[config.mk]
export PLATFORM = sky130hd
export DESIGN_NAME = hbridge_pwm_ctrl
export DESIGN_NICKNAME = d
export VERILOG_FILES = /design/src/rtl/hbpwm_pkg.sv /design/src/rtl/hbpwm_timebase.sv /design/src/rtl/hbpwm_duty_loop.sv /design/src/rtl/hbpwm_bridge_decode.sv /design/src/rtl/hbridge_pwm_ctrl.sv
export SDC_FILE = /design/constraint.sdc
export NUM_CORES = 1
export LEC_CHECK = 0
export CORE_MARGIN = 5
export CORE_UTILIZATION = 40
export CTS_CLUSTER_SIZE = 12
export DETAILED_ROUTE_END_ITERATION = 16
export DONT_BUFFER_PORTS = 1
export SLEW_MARGIN = 40
export SYNTH_ARGS = -nofsm -noshare
export SYNTH_HDL_FRONTEND = slang
export SYNTH_SLANG_ARGS = --single-unit
[constraint.sdc]
create_clock -name clk -period 6.6 [get_ports clk]
set_clock_uncertainty 0.05 [all_clocks]
set_input_delay 0.99 -clock clk [delete_from_list [all_inputs] [get_ports clk]]
set_output_delay 0.99 -clock clk [all_outputs]
set_load 0.05 [all_outputs]
[src/rtl/hbpwm_pkg.sv]
package hbpwm_pkg;

  typedef enum logic [1:0] {
    DIR_COAST = 2'b00,
    DIR_REV   = 2'b01,
    DIR_FWD   = 2'b10,
    DIR_BRAKE = 2'b11
  } dir_e;

  typedef enum logic [1:0] {
    STEP_HOLD = 2'b00,
    STEP_UP   = 2'b01,
    STEP_DOWN = 2'b10
  } step_e;

  typedef struct packed {
    logic hs_a;
    logic ls_a;
    logic hs_b;
    logic ls_b;
  } gates_t;

  // on-time length in clocks: duty * period / 2**duty_w
  function automatic logic [15:0] on_count(input logic [7:0] duty,
                                           input logic [15:0] per,
                                           input int unsigned duty_w);
    logic [31:0] prod;
    prod = 32'(duty) * 32'(per);
    return 16'(prod >> duty_w);
  endfunction

  function automatic step_e cmp_step(input logic [15:0] avg,
                                     input logic [15:0] tgt);
    if (avg < tgt)      return STEP_UP;
    else if (avg > tgt) return STEP_DOWN;
    else                return STEP_HOLD;
  endfunction

  function automatic logic [7:0] sat_step(input logic [7:0] cur,
                                          input step_e st,
                                          input logic [7:0] maxv);
    logic [7:0] r;
    r = cur;
    if (st == STEP_UP && cur < maxv)      r = cur + 8'd1;
    if (st == STEP_DOWN && cur != 8'd0)   r = cur - 8'd1;
    return r;
  endfunction

  function automatic gates_t decode_bridge(input dir_e dir, input logic on);
    gates_t g;
    g = '0;
    case (dir)
      DIR_FWD: begin
        g.hs_a = on;
        g.ls_a = !on;
        g.ls_b = 1'b1;
      end
      DIR_REV: begin
        g.hs_b = on;
        g.ls_b = !on;
        g.ls_a = 1'b1;
      end
      DIR_BRAKE: begin
        g.ls_a = 1'b1;
        g.ls_b = 1'b1;
      end
      default: g = '0;
    endcase
    return g;
  endfunction

endpackage

[src/rtl/hbpwm_timebase.sv]
module hbpwm_timebase #(
  parameter int CNT_W    = 9,
  parameter int PER_FAST = 200,
  parameter int PER_SLOW = 400
) (
  input  logic             clk,
  input  logic             rst_n,
  input  logic             freq_sel,
  output logic [CNT_W-1:0] cnt,
  output logic [CNT_W-1:0] per,
  output logic             period_end
);
  localparam logic [CNT_W-1:0] PER_F = CNT_W'(PER_FAST);
  localparam logic [CNT_W-1:0] PER_S = CNT_W'(PER_SLOW);

  assign period_end = (cnt == per - CNT_W'(1));

  always_ff @(posedge clk or negedge rst_n) begin
    if (!rst_n) begin
      cnt <= '0;
      per <= PER_F;
    end else if (period_end) begin
      cnt <= '0;
      per <= freq_sel ? PER_S : PER_F;
    end else begin
      cnt <= cnt + CNT_W'(1);
    end
  end
endmodule

[src/rtl/hbpwm_duty_loop.sv]
module hbpwm_duty_loop
  import hbpwm_pkg::*;
#(
  parameter int DUTY_W = 6,
  parameter int SMP_W  = 10
) (
  input  logic              clk,
  input  logic              rst_n,
  input  logic              period_end,
  input  logic              reg_mode,
  input  logic [DUTY_W-1:0] man_duty,
  input  logic              smp_valid,
  input  logic [SMP_W-1:0]  vout_avg,
  input  logic [SMP_W-1:0]  vsupply,
  input  logic [SMP_W-1:0]  vtarget,
  output logic [DUTY_W-1:0] duty_q,
  output logic [DUTY_W-1:0] loop_duty,
  output logic              full_q,
  output step_e             step_q
);
  localparam int DUTY_MAX = (1 << DUTY_W) - 1;
  localparam logic [DUTY_W-1:0] DMAX = DUTY_W'(DUTY_MAX);

  logic              taken_q;
  step_e             smp_step;
  logic [DUTY_W-1:0] loop_next;

  assign smp_step  = cmp_step(16'(vout_avg), 16'(vtarget));
  assign loop_next = DUTY_W'(sat_step(8'(loop_duty), step_q, 8'(DUTY_MAX)));

  always_ff @(posedge clk or negedge rst_n) begin
    if (!rst_n) begin
      duty_q    <= '0;
      loop_duty <= '0;
      full_q    <= 1'b0;
      taken_q   <= 1'b0;
      step_q    <= STEP_HOLD;
    end else begin
      if (smp_valid) full_q <= (vtarget > vsupply);
      if (period_end) begin
        if (reg_mode) begin
          if (full_q) begin
            duty_q <= DMAX;
          end else begin
            duty_q    <= loop_next;
            loop_duty <= loop_next;
          end
        end else begin
          duty_q    <= man_duty;
          loop_duty <= man_duty;
        end
        taken_q <= smp_valid;
        step_q  <= smp_valid ? smp_step : STEP_HOLD;
      end else if (smp_valid && !taken_q) begin
        taken_q <= 1'b1;
        step_q  <= smp_step;
      end
    end
  end
endmodule

[src/rtl/hbpwm_bridge_decode.sv]
module hbpwm_bridge_decode
  import hbpwm_pkg::*;
(
  input  logic       dir_src,
  input  logic [1:0] pin_dir,
  input  logic [1:0] reg_dir,
  input  logic       pwm_on,
  output logic [1:0] dir_sel,
  output gates_t     gates
);
  assign dir_sel = dir_src ? reg_dir : pin_dir;
  assign gates   = decode_bridge(dir_e'(dir_sel), pwm_on);
endmodule

[src/rtl/hbridge_pwm_ctrl.sv]
module hbridge_pwm_ctrl
  import hbpwm_pkg::*;
#(
  parameter int DUTY_W   = 6,
  parameter int SMP_W    = 10,
  parameter int PER_FAST = 200,
  parameter int PER_SLOW = 400,
  parameter int CNT_W    = $clog2(PER_SLOW + 1)
) (
  input  logic              clk,
  input  logic              rst_n,
  input  logic              freq_sel,
  input  logic              reg_mode,
  input  logic [DUTY_W-1:0] man_duty,
  input  logic              dir_src,
  input  logic [1:0]        pin_dir,
  input  logic [1:0]        reg_dir,
  input  logic              smp_valid,
  input  logic [SMP_W-1:0]  vout_avg,
  input  logic [SMP_W-1:0]  vsupply,
  input  logic [SMP_W-1:0]  vtarget,
  output logic              hs_a,
  output logic              ls_a,
  output logic              hs_b,
  output logic              ls_b,
  output logic              pwm_on,
  output logic [DUTY_W-1:0] duty_rd
);
  localparam logic [DUTY_W-1:0] DMAX = DUTY_W'((1 << DUTY_W) - 1);

  logic [CNT_W-1:0]  cnt;
  logic [CNT_W-1:0]  per_q;
  logic              period_end;
  logic [DUTY_W-1:0] duty_q;
  logic [DUTY_W-1:0] loop_duty;
  logic              full_q;
  step_e             step_q;
  logic [CNT_W-1:0]  on_cnt;
  logic [1:0]        dir_sel;
  gates_t            gates;

  hbpwm_timebase #(
    .CNT_W(CNT_W), .PER_FAST(PER_FAST), .PER_SLOW(PER_SLOW)
  ) u_tb (
    .clk(clk), .rst_n(rst_n), .freq_sel(freq_sel),
    .cnt(cnt), .per(per_q), .period_end(period_end)
  );

  hbpwm_duty_loop #(.DUTY_W(DUTY_W), .SMP_W(SMP_W)) u_loop (
    .clk(clk), .rst_n(rst_n), .period_end(period_end), .reg_mode(reg_mode),
    .man_duty(man_duty), .smp_valid(smp_valid), .vout_avg(vout_avg),
    .vsupply(vsupply), .vtarget(vtarget), .duty_q(duty_q),
    .loop_duty(loop_duty), .full_q(full_q), .step_q(step_q)
  );

  assign on_cnt = CNT_W'(on_count(8'(duty_q), 16'(per_q), DUTY_W));
  assign pwm_on = (duty_q == DMAX) || (cnt < on_cnt);

  hbpwm_bridge_decode u_dec (
    .dir_src(dir_src), .pin_dir(pin_dir), .reg_dir(reg_dir),
    .pwm_on(pwm_on), .dir_sel(dir_sel), .gates(gates)
  );

  assign hs_a    = gates.hs_a;
  assign ls_a    = gates.ls_a;
  assign hs_b    = gates.hs_b;
  assign ls_b    = gates.ls_b;
  assign duty_rd = duty_q;
endmodule

==> impl_results.md, run 1 <==
- Die area: 10000 µm²
- Row cnt: 33
- P per Cell Area: 87.7 nW/µm²
- Min Tclk post-route: 6.32 ns
- Root buf cell: clkbuf_8
- Setup ws final: 0.283 ns
- Reg2Reg Depth: 8
- Layout area overhead: 6.61%
- Final wirelength: 7430 µm
- Lkg Pwr: 1.72 nW
- Drt pass-1 iters: 4
- Clk buf depth: 2
- Number of max-cap violations: 0
- Drt via density: 5.50
- Synth top area share: 22.3%
- Total grt overflow: 0
- Final Max Slew Viols: 0
- Diode count: 0
- Sw Ratio: 24.9%
- Hold Worst Slack: 0.351 ns
- Final cell count without fillers: 490
- Cell Area, Synth: 3250 µm²
- Worst-path fanout max: 9
- WP data required: 5.56 ns
- Largest net degree at the start of global routing: 28
- H-tree depth: 1
- Period utilization: 95.7%
- Drt drc: 0
- Combinational Power Share: 14.5%
- Sequential power share: 54.9%
- DIE WIDTH: 100 µm
- Drt wl/cell: 15.2 µm
- Clock Latency Late Sink: 0.27 ns
- Status: finished, final reports clean
- Die Height: 100 µm
- Nets: 501
- Crit path capture type: primary output
- Initial antenna violation count: 0
- Area contributors post-synth: ha_1, dfrtp_1, fa_1
- Total internal power: 0.000228 W
- DP Wirelength: 6210 µm
- Vias: 2694
- Final core occ: 43.1%
- Post-CTS setup buffers: 0
- Core Region: 8050 µm²
- DP Cell Count: 486
- Worst VDD drop: 0.0574 mV
- Post-synth ARST share: 100%
- Netlist cell types: 58
- Initial Util: 40.4%
- Drt first-iter violations: 92
- Cell taking the most area after synthesis: ha_1
- FF+latch count, synth: 27
- Total GRT Usage: 15.2%
- # port buffers: 0
- F_max: 0.158 GHz
- Hold_buf cts: 0
- Most common cell after layout, fill and taps aside: ha_1
- Share of layout cells above drive strength 1: 5.19%
- Critical path class: flip-flop to primary output
- Vias in the first global route: 2706
- # IOs: 57
- First-pass GRT wire length: 12700 µm
- Clock power share: 30.6%
- Arrival @ worst endpoint: 5.28 ns
- Post-DRT Antenna Nets: 0
- Pwr Total: 0.000304 W
- Worst min-delay path class: input port to asynchronous set/reset pin
- Cell count after synthesis: 381
- Top_reg_cell synth: dfrtp_1
- Setup crit start kind: flip-flop
- Clk sinks: 27
- Setup violators final: 0
- Sequential-to-total area share from yosys stat: 20.8%
- Dpl ws: 0.406 ns
- CTS tree: done
- Most frequent cells in the layout: ha_1, inv_1, nor2_1
- Post-synth EDFFs: 0
- Tightest Pin Transition: 0.628 ns
- Total net switching power: 0.0000759 W
- Worst-path clk slew: 0.09 ns
- Syn. warnings: 0
- RD Place Congestion: 0.805
- Syn Nets: 496
- Slew HR: 58.0%
- TritonCTS Buffers: 3
- Syn avg cell area: 8.54 µm²
- Final hold violation count: 0
[cell usage after synthesis, types with 3 or more instances]
library cell / count
ha_1: 58
inv_1: 56
nor2_1: 28
dfrtp_1: 26
nand2_1: 22
a21oi_1: 16
o21ai_0: 16
and2_1: 12
xor2_1: 12
fa_1: 11
nand3_1: 10
nor2b_1: 9
and3_1: 8
xnor2_1: 7
a211oi_1: 5
a21o_1: 5
a31oi_1: 5
clkbuf_1: 5
nand2b_1: 5
nor3_1: 5
o211ai_1: 5
a2bb2oi_1: 4
o22ai_1: 4
or3_1: 3
[sequential cells by signal, indices dropped and copies added (netlist names)]
signal / flops
u_tb.cnt: 9
u_loop.duty_q: 6
u_loop.taken_q: 1
u_loop.loop_duty: 6
u_tb.per: 2
u_loop.step_q: 2
u_loop.full_q: 1
[per-layer routing]
layer	up-vias	part of all wire, %	track usage (%)	wire [µm]
met3	6	4.3	1.81	321
met2	49	49	25.7	3640
met5	-	0	0	0
li1	1356	-	-	-
met4	0	0.73	3.42	54
met1	1283	46	20.9	3410
[worst max-delay path: stages, from the launching register on]
cell and delay, ns:
dfstp_2 0.62, and2_1 0.19, fa_1 0.43, inv_1 0.08
fa_1 0.43, fa_1 0.55, inv_1 0.04, ha_1 0.34
nor2b_1 0.15, o21ai_1 0.15, a21oi_1 0.14, o41ai_2 0.28
xor2_1 0.21, ha_1 0.27, a211oi_1 0.27, o211ai_1 0.14
a21oi_2 0.21, o21ai_0 0.13, mux2_4 0.37
[stage by stage]
stage          TNS (ns)  area, µm²
2_1_floorplan         0       3250
3_3_place_gp          0       3410
3_5_place_dp          0       3410
4_1_cts               0       3450
5_1_grt         -0.0220       3470
6_report              0       3470
[power by group through the flow]
stage	sequential, W	clock, W	combinational, W
after global placement	0.000170	0	0.0000428
after floorplan	0.000170	0	0.0000376
after global routing	0.000167	0.000102	0.0000515
final	0.000167	0.0000931	0.0000442
after CTS	0.000167	0.0000986	0.0000444
after detailed placement	0.000170	0	0.0000441
[final cells by class]
type	instances	area, µm²
clock buffers	4	45.0
well taps	105	131
repair buffers	9	67.6
flip-flops and latches	27	677
multi-input cells	289	2340
fillers	839	4580
inverters	56	210
[cell families (layout without fill, tap and decap cells)]
logic type                 count (synthesis)  after routing  share of synthesized area [%]
DFF                                       27             27                           20.8
AOI/OAI and AO/OA                         89             89                           19.1
and+or+nand+nor                          111            111                           17.7
buffers and inverters                     65             69                           7.84
muxes                                      1              1                          0.346
adders and majority gates                 69             69                           29.1
xor gates and xnor gates                  19             19                           5.11
[worst paths after layout]
| kind | start | end | slack, ns |
|---|---|---|---|
| max reg2reg | u_tb.per[6] | u_loop.duty_q[4] | 3.93 |
| max | u_tb.per[6] | ls_a | 0.28 |
| min in group clk | u_tb.cnt[0] | u_tb.cnt[0] | 0.46 |
| min reg2reg | u_tb.cnt[0] | u_tb.cnt[0] | 0.46 |
| max in group asynchronous | rst_n | u_tb.per[6] | 5.98 |
| min | rst_n | u_loop.duty_q[5] | 0.35 |
[what timing repair did]
item | 4_1_cts | 5_1_grt
resized for setup | 0 | 5
endpoints found under the setup margin | 0 | 5
endpoints found under the hold margin | 0 | 0
(Power assumes the default switching activity.)
==> run 2: changes to the inputs <==
CTS_BUF_LIST = sky130_fd_sc_hd__clkbuf_8   (was default)
==> impl_results.md, run 2 (synthesis results as in run 1) <==
- Initial Util: 40.4% (unchanged)
- Most frequent cells in the layout: ha_1, inv_1, nor2_1
- DP Cell Count: 486 (unchanged)
- Most common cell after layout, fill and taps aside: ha_1
- Crit path from: u_tb.per[6]
- Post-CTS setup buffers: 0 (unchanged)
- Worst-path clk slew: 0.09 ns (about the same)
- DIE WIDTH: 100 µm (unchanged)
- Die Height: 100 µm (unchanged)
- TritonCTS Buffers: 3 (unchanged)
- Root buf cell: clkbuf_8
- Worst min-delay path class: input port to asynchronous set/reset pin
- Worst VDD drop: 0.0574 mV (about the same)
- Final cell count without fillers: 490 (unchanged)
- Final wirelength: 7440 µm (+0.15%)
- Status: finished, final reports clean
- Drt first-iter violations: 92 (unchanged)
- F_max: 0.158 GHz (about the same)
- Row cnt: 33 (unchanged)
- Setup violators final: 0 (unchanged)
- Lkg Pwr: 1.72 nW (+0.24%)
- H-tree depth: 1 (unchanged)
- Crit-path cells: and2_1 -> fa_1 -> inv_1 -> fa_1 -> fa_1 -> inv_1 -> ha_1 -> nor2b_1 -> o21ai_1 -> a21oi_1 -> o41ai_2 -> xor2_1 -> ha_1 -> a211oi_1 -> o211ai_1 -> a21oi_2 -> o21ai_0 -> mux2_4
- # port buffers: 0 (unchanged)
- Final hold violation count: 0 (unchanged)
- Reg2Reg Depth: 8 (unchanged)
- CP most frequent cell: fa_1
- Total grt overflow: 0 (unchanged)
- Fill cell count: 839 (unchanged)
- Clock Latency Late Sink: 0.27 ns (about the same)
- Critical path class: flip-flop to primary output
- Wire length on met3: 338 µm (+5.3%)
- RD Place Congestion: 0.805 (unchanged)
- Largest net degree at the start of global routing: 28 (unchanged)
- Die area: 10000 µm² (unchanged)
- Hold_buf cts: 0 (unchanged)
- Period utilization: 95.8% (about the same)
- Core Region: 8050 µm² (unchanged)
- # IOs: 57 (unchanged)
- First-pass GRT wire length: 12700 µm (unchanged)
- Crit path capture type: primary output
- WP data required: 5.56 ns (about the same)
- Top sig layer: met4
- Diode count: 0 (unchanged)
- Slowest cell delay on critical path: 0.62 ns (about the same)
- Total GRT Usage: 15.2% (unchanged)
- Initial antenna violation count: 0 (unchanged)
- Largest register by flop count: u_tb.cnt
- R2R setup slack: 3.94 ns (about the same)
- Tightest Pin Transition: 0.628 ns (-0.00000197 ns)
- DP Wirelength: 6210 µm (unchanged)
- Max FFs per register: 9 (unchanged)
- Nets: 501 (unchanged)
- Slew HR: 58.0% (about the same)
- Final Max Slew Viols: 0 (unchanged)
- Drt drc: 0 (unchanged)
- End of the critical path: ls_a
- Drt wl/cell: 15.2 µm (+0.15%)
- Slowest stage cell on the critical path: dfstp_2
- Top Family by Delay on Critical Path: adder cells
- Layout area overhead: 6.61% (unchanged)
- Met1 WL: 3400 µm (-0.35%)
- Reg-to-Reg Start: u_tb.per[6]
- Arrival @ worst endpoint: 5.28 ns (about the same)
- Number of max-cap violations: 0 (unchanged)
- P per Cell Area: 87.4 nW/µm² (-0.34%)
- Largest registers: u_tb.cnt (9), u_loop.duty_q (6), u_loop.loop_duty (6)
- Vias: 2698 (+0.15%)
- Drt pass-1 iters: 4 (unchanged)
- Clk sinks: 27 (unchanged)
- Cell depth of the worst setup path: 18 (unchanged)
- Share of layout cells above drive strength 1: 5.19% (unchanged)
- Drt via density: 5.51 (+0.15%)
- Setup crit start kind: flip-flop
- CTS tree: done
- Clk buf depth: 2 (unchanged)
- Pwr Total: 0.000303 W (-0.34%)
- Worst reg2reg endpoint: u_loop.duty_q[4]
- Post-DRT Antenna Nets: 0 (unchanged)
- Vias in the first global route: 2706 (unchanged)
- Crit path buf inv count: 2 (unchanged)
- Min Tclk post-route: 6.32 ns (+0.00201 ns)
- Worst-path fanout max: 9 (unchanged)
- Hold Worst Slack: 0.349 ns (-0.00167 ns)
- Met2 Wirelength: 3650 µm (+0.16%)
## run 2: changes by cell type in the layout (fill, tap and decap cells not counted), sizes merged
cell,before,now
clkbuf,4,3
inv,56,57
## run 2: cell type report
cell class	count	area (µm²)	share of cell area, %
clock inverter	1	3.75	0.108
sequential	27	677	19.5
multi-input combinational	289	2340	67.4
inverter	56	210	6.06
tap	105	131	3.79
timing repair buffer	9	67.6	1.95
clock buffer	3	41.3	1.19
## run 2: per-layer routing
layer  track usage, %  vias up
li1                 -     1356
met1             20.9     1284
met2             25.7       52
met3             1.81        6
met4             3.42        0
met5                0        -
## run 2: worst reg2reg max path, delay by kind of cell (launching register included)
kind | cells | cell delay (ns)
AO/OA/AOI/OAI | 3 | 0.51
XOR/XNOR | 1 | 0.18
flip-flops | 1 | 0.62
buffers and inverters | 2 | 0.37
AND/OR/NAND/NOR | 1 | 0.53
adder cells (fa/ha/maj) | 1 | 0.31
## run 2: repair_timing
item                                    4_1_cts  5_1_grt
endpoints found under the setup margin        0        5
hold endpoints to repair                      0        0
gates resized for setup                       0        5
## run 2: worst min-delay path by stage
stage	endpoint	slack, ns	start
after global placement	u_tb.cnt[0]	0.45	u_tb.cnt[0]
after global routing	u_loop.duty_q[5]	0.34	rst_n
after detailed placement	u_tb.cnt[0]	0.45	u_tb.cnt[0]
after CTS	u_loop.duty_q[5]	0.34	rst_n
final	u_loop.duty_q[5]	0.35	rst_n
after floorplan	u_tb.cnt[0]	0.42	u_tb.cnt[0]
## run 2: per-stage QoR
stage	setup slack (ns)	instance area, µm²	util (%)	TNS, ns
2_1_floorplan	0.343	3250	-	0
3_3_place_gp	0.557	3410	42.3	0
3_5_place_dp	0.406	3410	42.3	0
4_1_cts	0.0836	3450	42.9	0
5_1_grt	-0.0226	3470	43.1	-0.0226
6_report	0.280	3470	43.1	0
## run 2: power by group
part,switching [W],internal [W],total (W)
Combinational,0.0000252,0.0000190,0.0000442
Sequential,0.000000857,0.000166,0.000167
Clock,0.0000504,0.0000417,0.0000921
==> run 3: changes to the inputs <==
PLACE_DENSITY = 0.56   (was default)
SETUP_SLACK_MARGIN = 0.4   (was default)
==> impl_results.md, run 3 (synthesis results as in run 1) <==
- Final hold violation count: 0 (unchanged)
- First-pass GRT wire length: 12300 µm (-3.3%)
- Post-route setup TNS: 0 ns (unchanged)
- Max FFs per register: 9 (unchanged)
- Min Tclk post-route: 6.05 ns (-0.273 ns)
- # IOs: 57 (unchanged)
- Number of max-cap violations: 0 (unchanged)
- Die area: 10000 µm² (unchanged)
- Vias: 2665 (-1.2%)
- Clock Latency Late Sink: 0.28 ns (about the same)
- Largest registers: u_tb.cnt (9), u_loop.duty_q (6), u_loop.loop_duty (6)
- Worst VDD drop: 0.0720 mV (+26%)
- Hold_buf cts: 0 (unchanged)
- CTS tree: done
- Vias in the first global route: 2574 (-4.9%)
- Row cnt: 33 (unchanged)
- Diode count: 0 (unchanged)
- Drt via density: 5.41 (-1.8%)
- F_max: 0.165 GHz (+4.5%)
- Initial antenna violation count: 0 (unchanged)
- Post-DRT Antenna Nets: 0 (unchanged)
- RSZ-0062 raised after global routing: false
- Final wirelength: 7460 µm (+0.31%)
- Pwr Total: 0.000312 W (+2.8%)
- Nets: 504 (+0.60%)
- Setup crit start kind: flip-flop
- Arrival @ worst endpoint: 5.01 ns (-0.27 ns)
- Total GRT Usage: 14.9% (-0.36 points)
- Crit path capture type: primary output
- Root buf cell: clkbuf_8
- Largest net degree at the start of global routing: 28 (unchanged)
- Most frequent cells in the layout: ha_1, inv_1, nor2_1
- Total grt overflow: 0 (unchanged)
- H-tree depth: 1 (unchanged)
- Final Max Slew Viols: 0 (unchanged)
- Lkg Pwr: 1.76 nW (+2.2%)
- Footprint of the multi-input gates: 2380 µm² (+1.9%)
- Clk sinks: 27 (unchanged)
- Share of layout cells above drive strength 1: 8.25% (+3.1 points)
- Largest register by flop count: u_tb.cnt
- Most common cell after layout, fill and taps aside: ha_1
- Drt first-iter violations: 93 (+1.1%)
- Worst min-delay path class: input port to asynchronous set/reset pin
- Drt wl/cell: 15.1 µm (-0.30%)
- Status: finished, final reports clean
- Core Region: 8050 µm² (unchanged)
- Drt drc: 0 (unchanged)
- Worst-path fanout max: 5 (-4)
- DP Wirelength: 6070 µm (-2.3%)
- Drt pass-1 iters: 4 (unchanged)
- Fill cell count: 796 (-5.1%)
- Tightest Pin Transition: 0.620 ns (-0.00809 ns)
- Critical path class: flip-flop to primary output
- Clk buf depth: 2 (unchanged)
- DIE WIDTH: 100 µm (unchanged)
- Initial Util: 40.4% (unchanged)
- Setup violators final: 0 (unchanged)
- P per Cell Area: 88.0 nW/µm² (+0.61%)
- Period utilization: 91.6% (-4.1 points)
- Worst-path clk slew: 0.10 ns (about the same)
- Die Height: 100 µm (unchanged)
- WP data required: 5.56 ns (about the same)
- RD Place Congestion: 0.848 (+5.4%)
- Slew HR: 58.5% (+0.54 points)
- TritonCTS Buffers: 3 (unchanged)
- Sequential Area: 678 µm² (+0.18%)
- Layout area overhead: 8.88%
- # port buffers: 0 (unchanged)
run 3: cell count changes in the layout (fill, tap and decap cells not counted), moves of 2 or more:
cell     previous run  this run
buf_4               9        12
and2_1             12        10
and2_4              0         2
o21ai_0            15        13
run 3: power by group:
part | internal (W) | switching [W]
clock | 0.0000443 | 0.0000556
sequential | 0.000166 | 0.000000740
combinational | 0.0000195 | 0.0000252
run 3: path summary, 6_finish.rpt:
check	startpoint	end	slack, ns	cells after the start
worst max-delay path	u_loop.duty_q[4]	ls_a	0.55	18
worst min-delay path	rst_n	u_loop.duty_q[0]	0.34	0
worst max register to register	u_tb.per[6]	u_loop.duty_q[4]	3.91	9
worst min register to register	u_tb.cnt[0]	u_tb.cnt[0]	0.48	1
max in group asynchronous	rst_n	u_tb.per[6]	5.97	0
min in group clk	u_tb.cnt[0]	u_tb.cnt[0]	0.48	1
run 3: timing repair:
action	4_1_cts	5_1_grt
pin swaps	0	2
endpoints found under the setup margin	5	5
buffers inserted	0	3
resized for setup	5	11
run 3: metrics by stage:
stage                     hold WS, ns  utilization, %  worst slack, ns  instance area [µm²]  cells
after global routing            0.312            44.0            0.341                 3540    493
after detailed placement        0.463            42.3            0.473                 3410    486
after CTS                       0.329            43.2            0.451                 3470    490
after floorplan                 0.416               -            0.343                 3250    381
after global placement          0.460            42.3            0.592                 3410    486
final                           0.343            44.0            0.553                 3540    493
run 3: cell type report:
type,instances,area share (%)
Tap cell,105,3.71
Clock inverter,1,0.247
Clock buffer,3,1.17
Timing Repair Buffer,12,2.54
Multi-Input combinational cell,289,67.3
Inverter,56,5.93
Sequential cell,27,19.1
run 3: worst max-delay path: stages, from the launching register on:
cell and delay (ns):
dfrtp_1 0.42, buf_4 0.21, and2_1 0.20, ha_1 0.30, fa_1 0.53, inv_1 0.05, fa_1 0.53, inv_1 0.04
ha_1 0.33, o21ai_0 0.21, a21oi_2 0.07, o41ai_2 0.34, xor2_1 0.21, ha_1 0.28, a211oi_2 0.23, o211ai_1 0.12
a21oi_2 0.21, o21ai_1 0.10, mux2_4 0.36
run 3: layer usage:
metal  wire, µm  part of all wire, %  global-route usage [%]  vias up
li1           -                    -                       -     1355
met5          0                    0                       0        -
met2       3660                   49                    25.4       50
met3        288                  3.9                    2.29        4
met1       3470                   46                    20.2     1256
met4         44                 0.59                    2.38        0
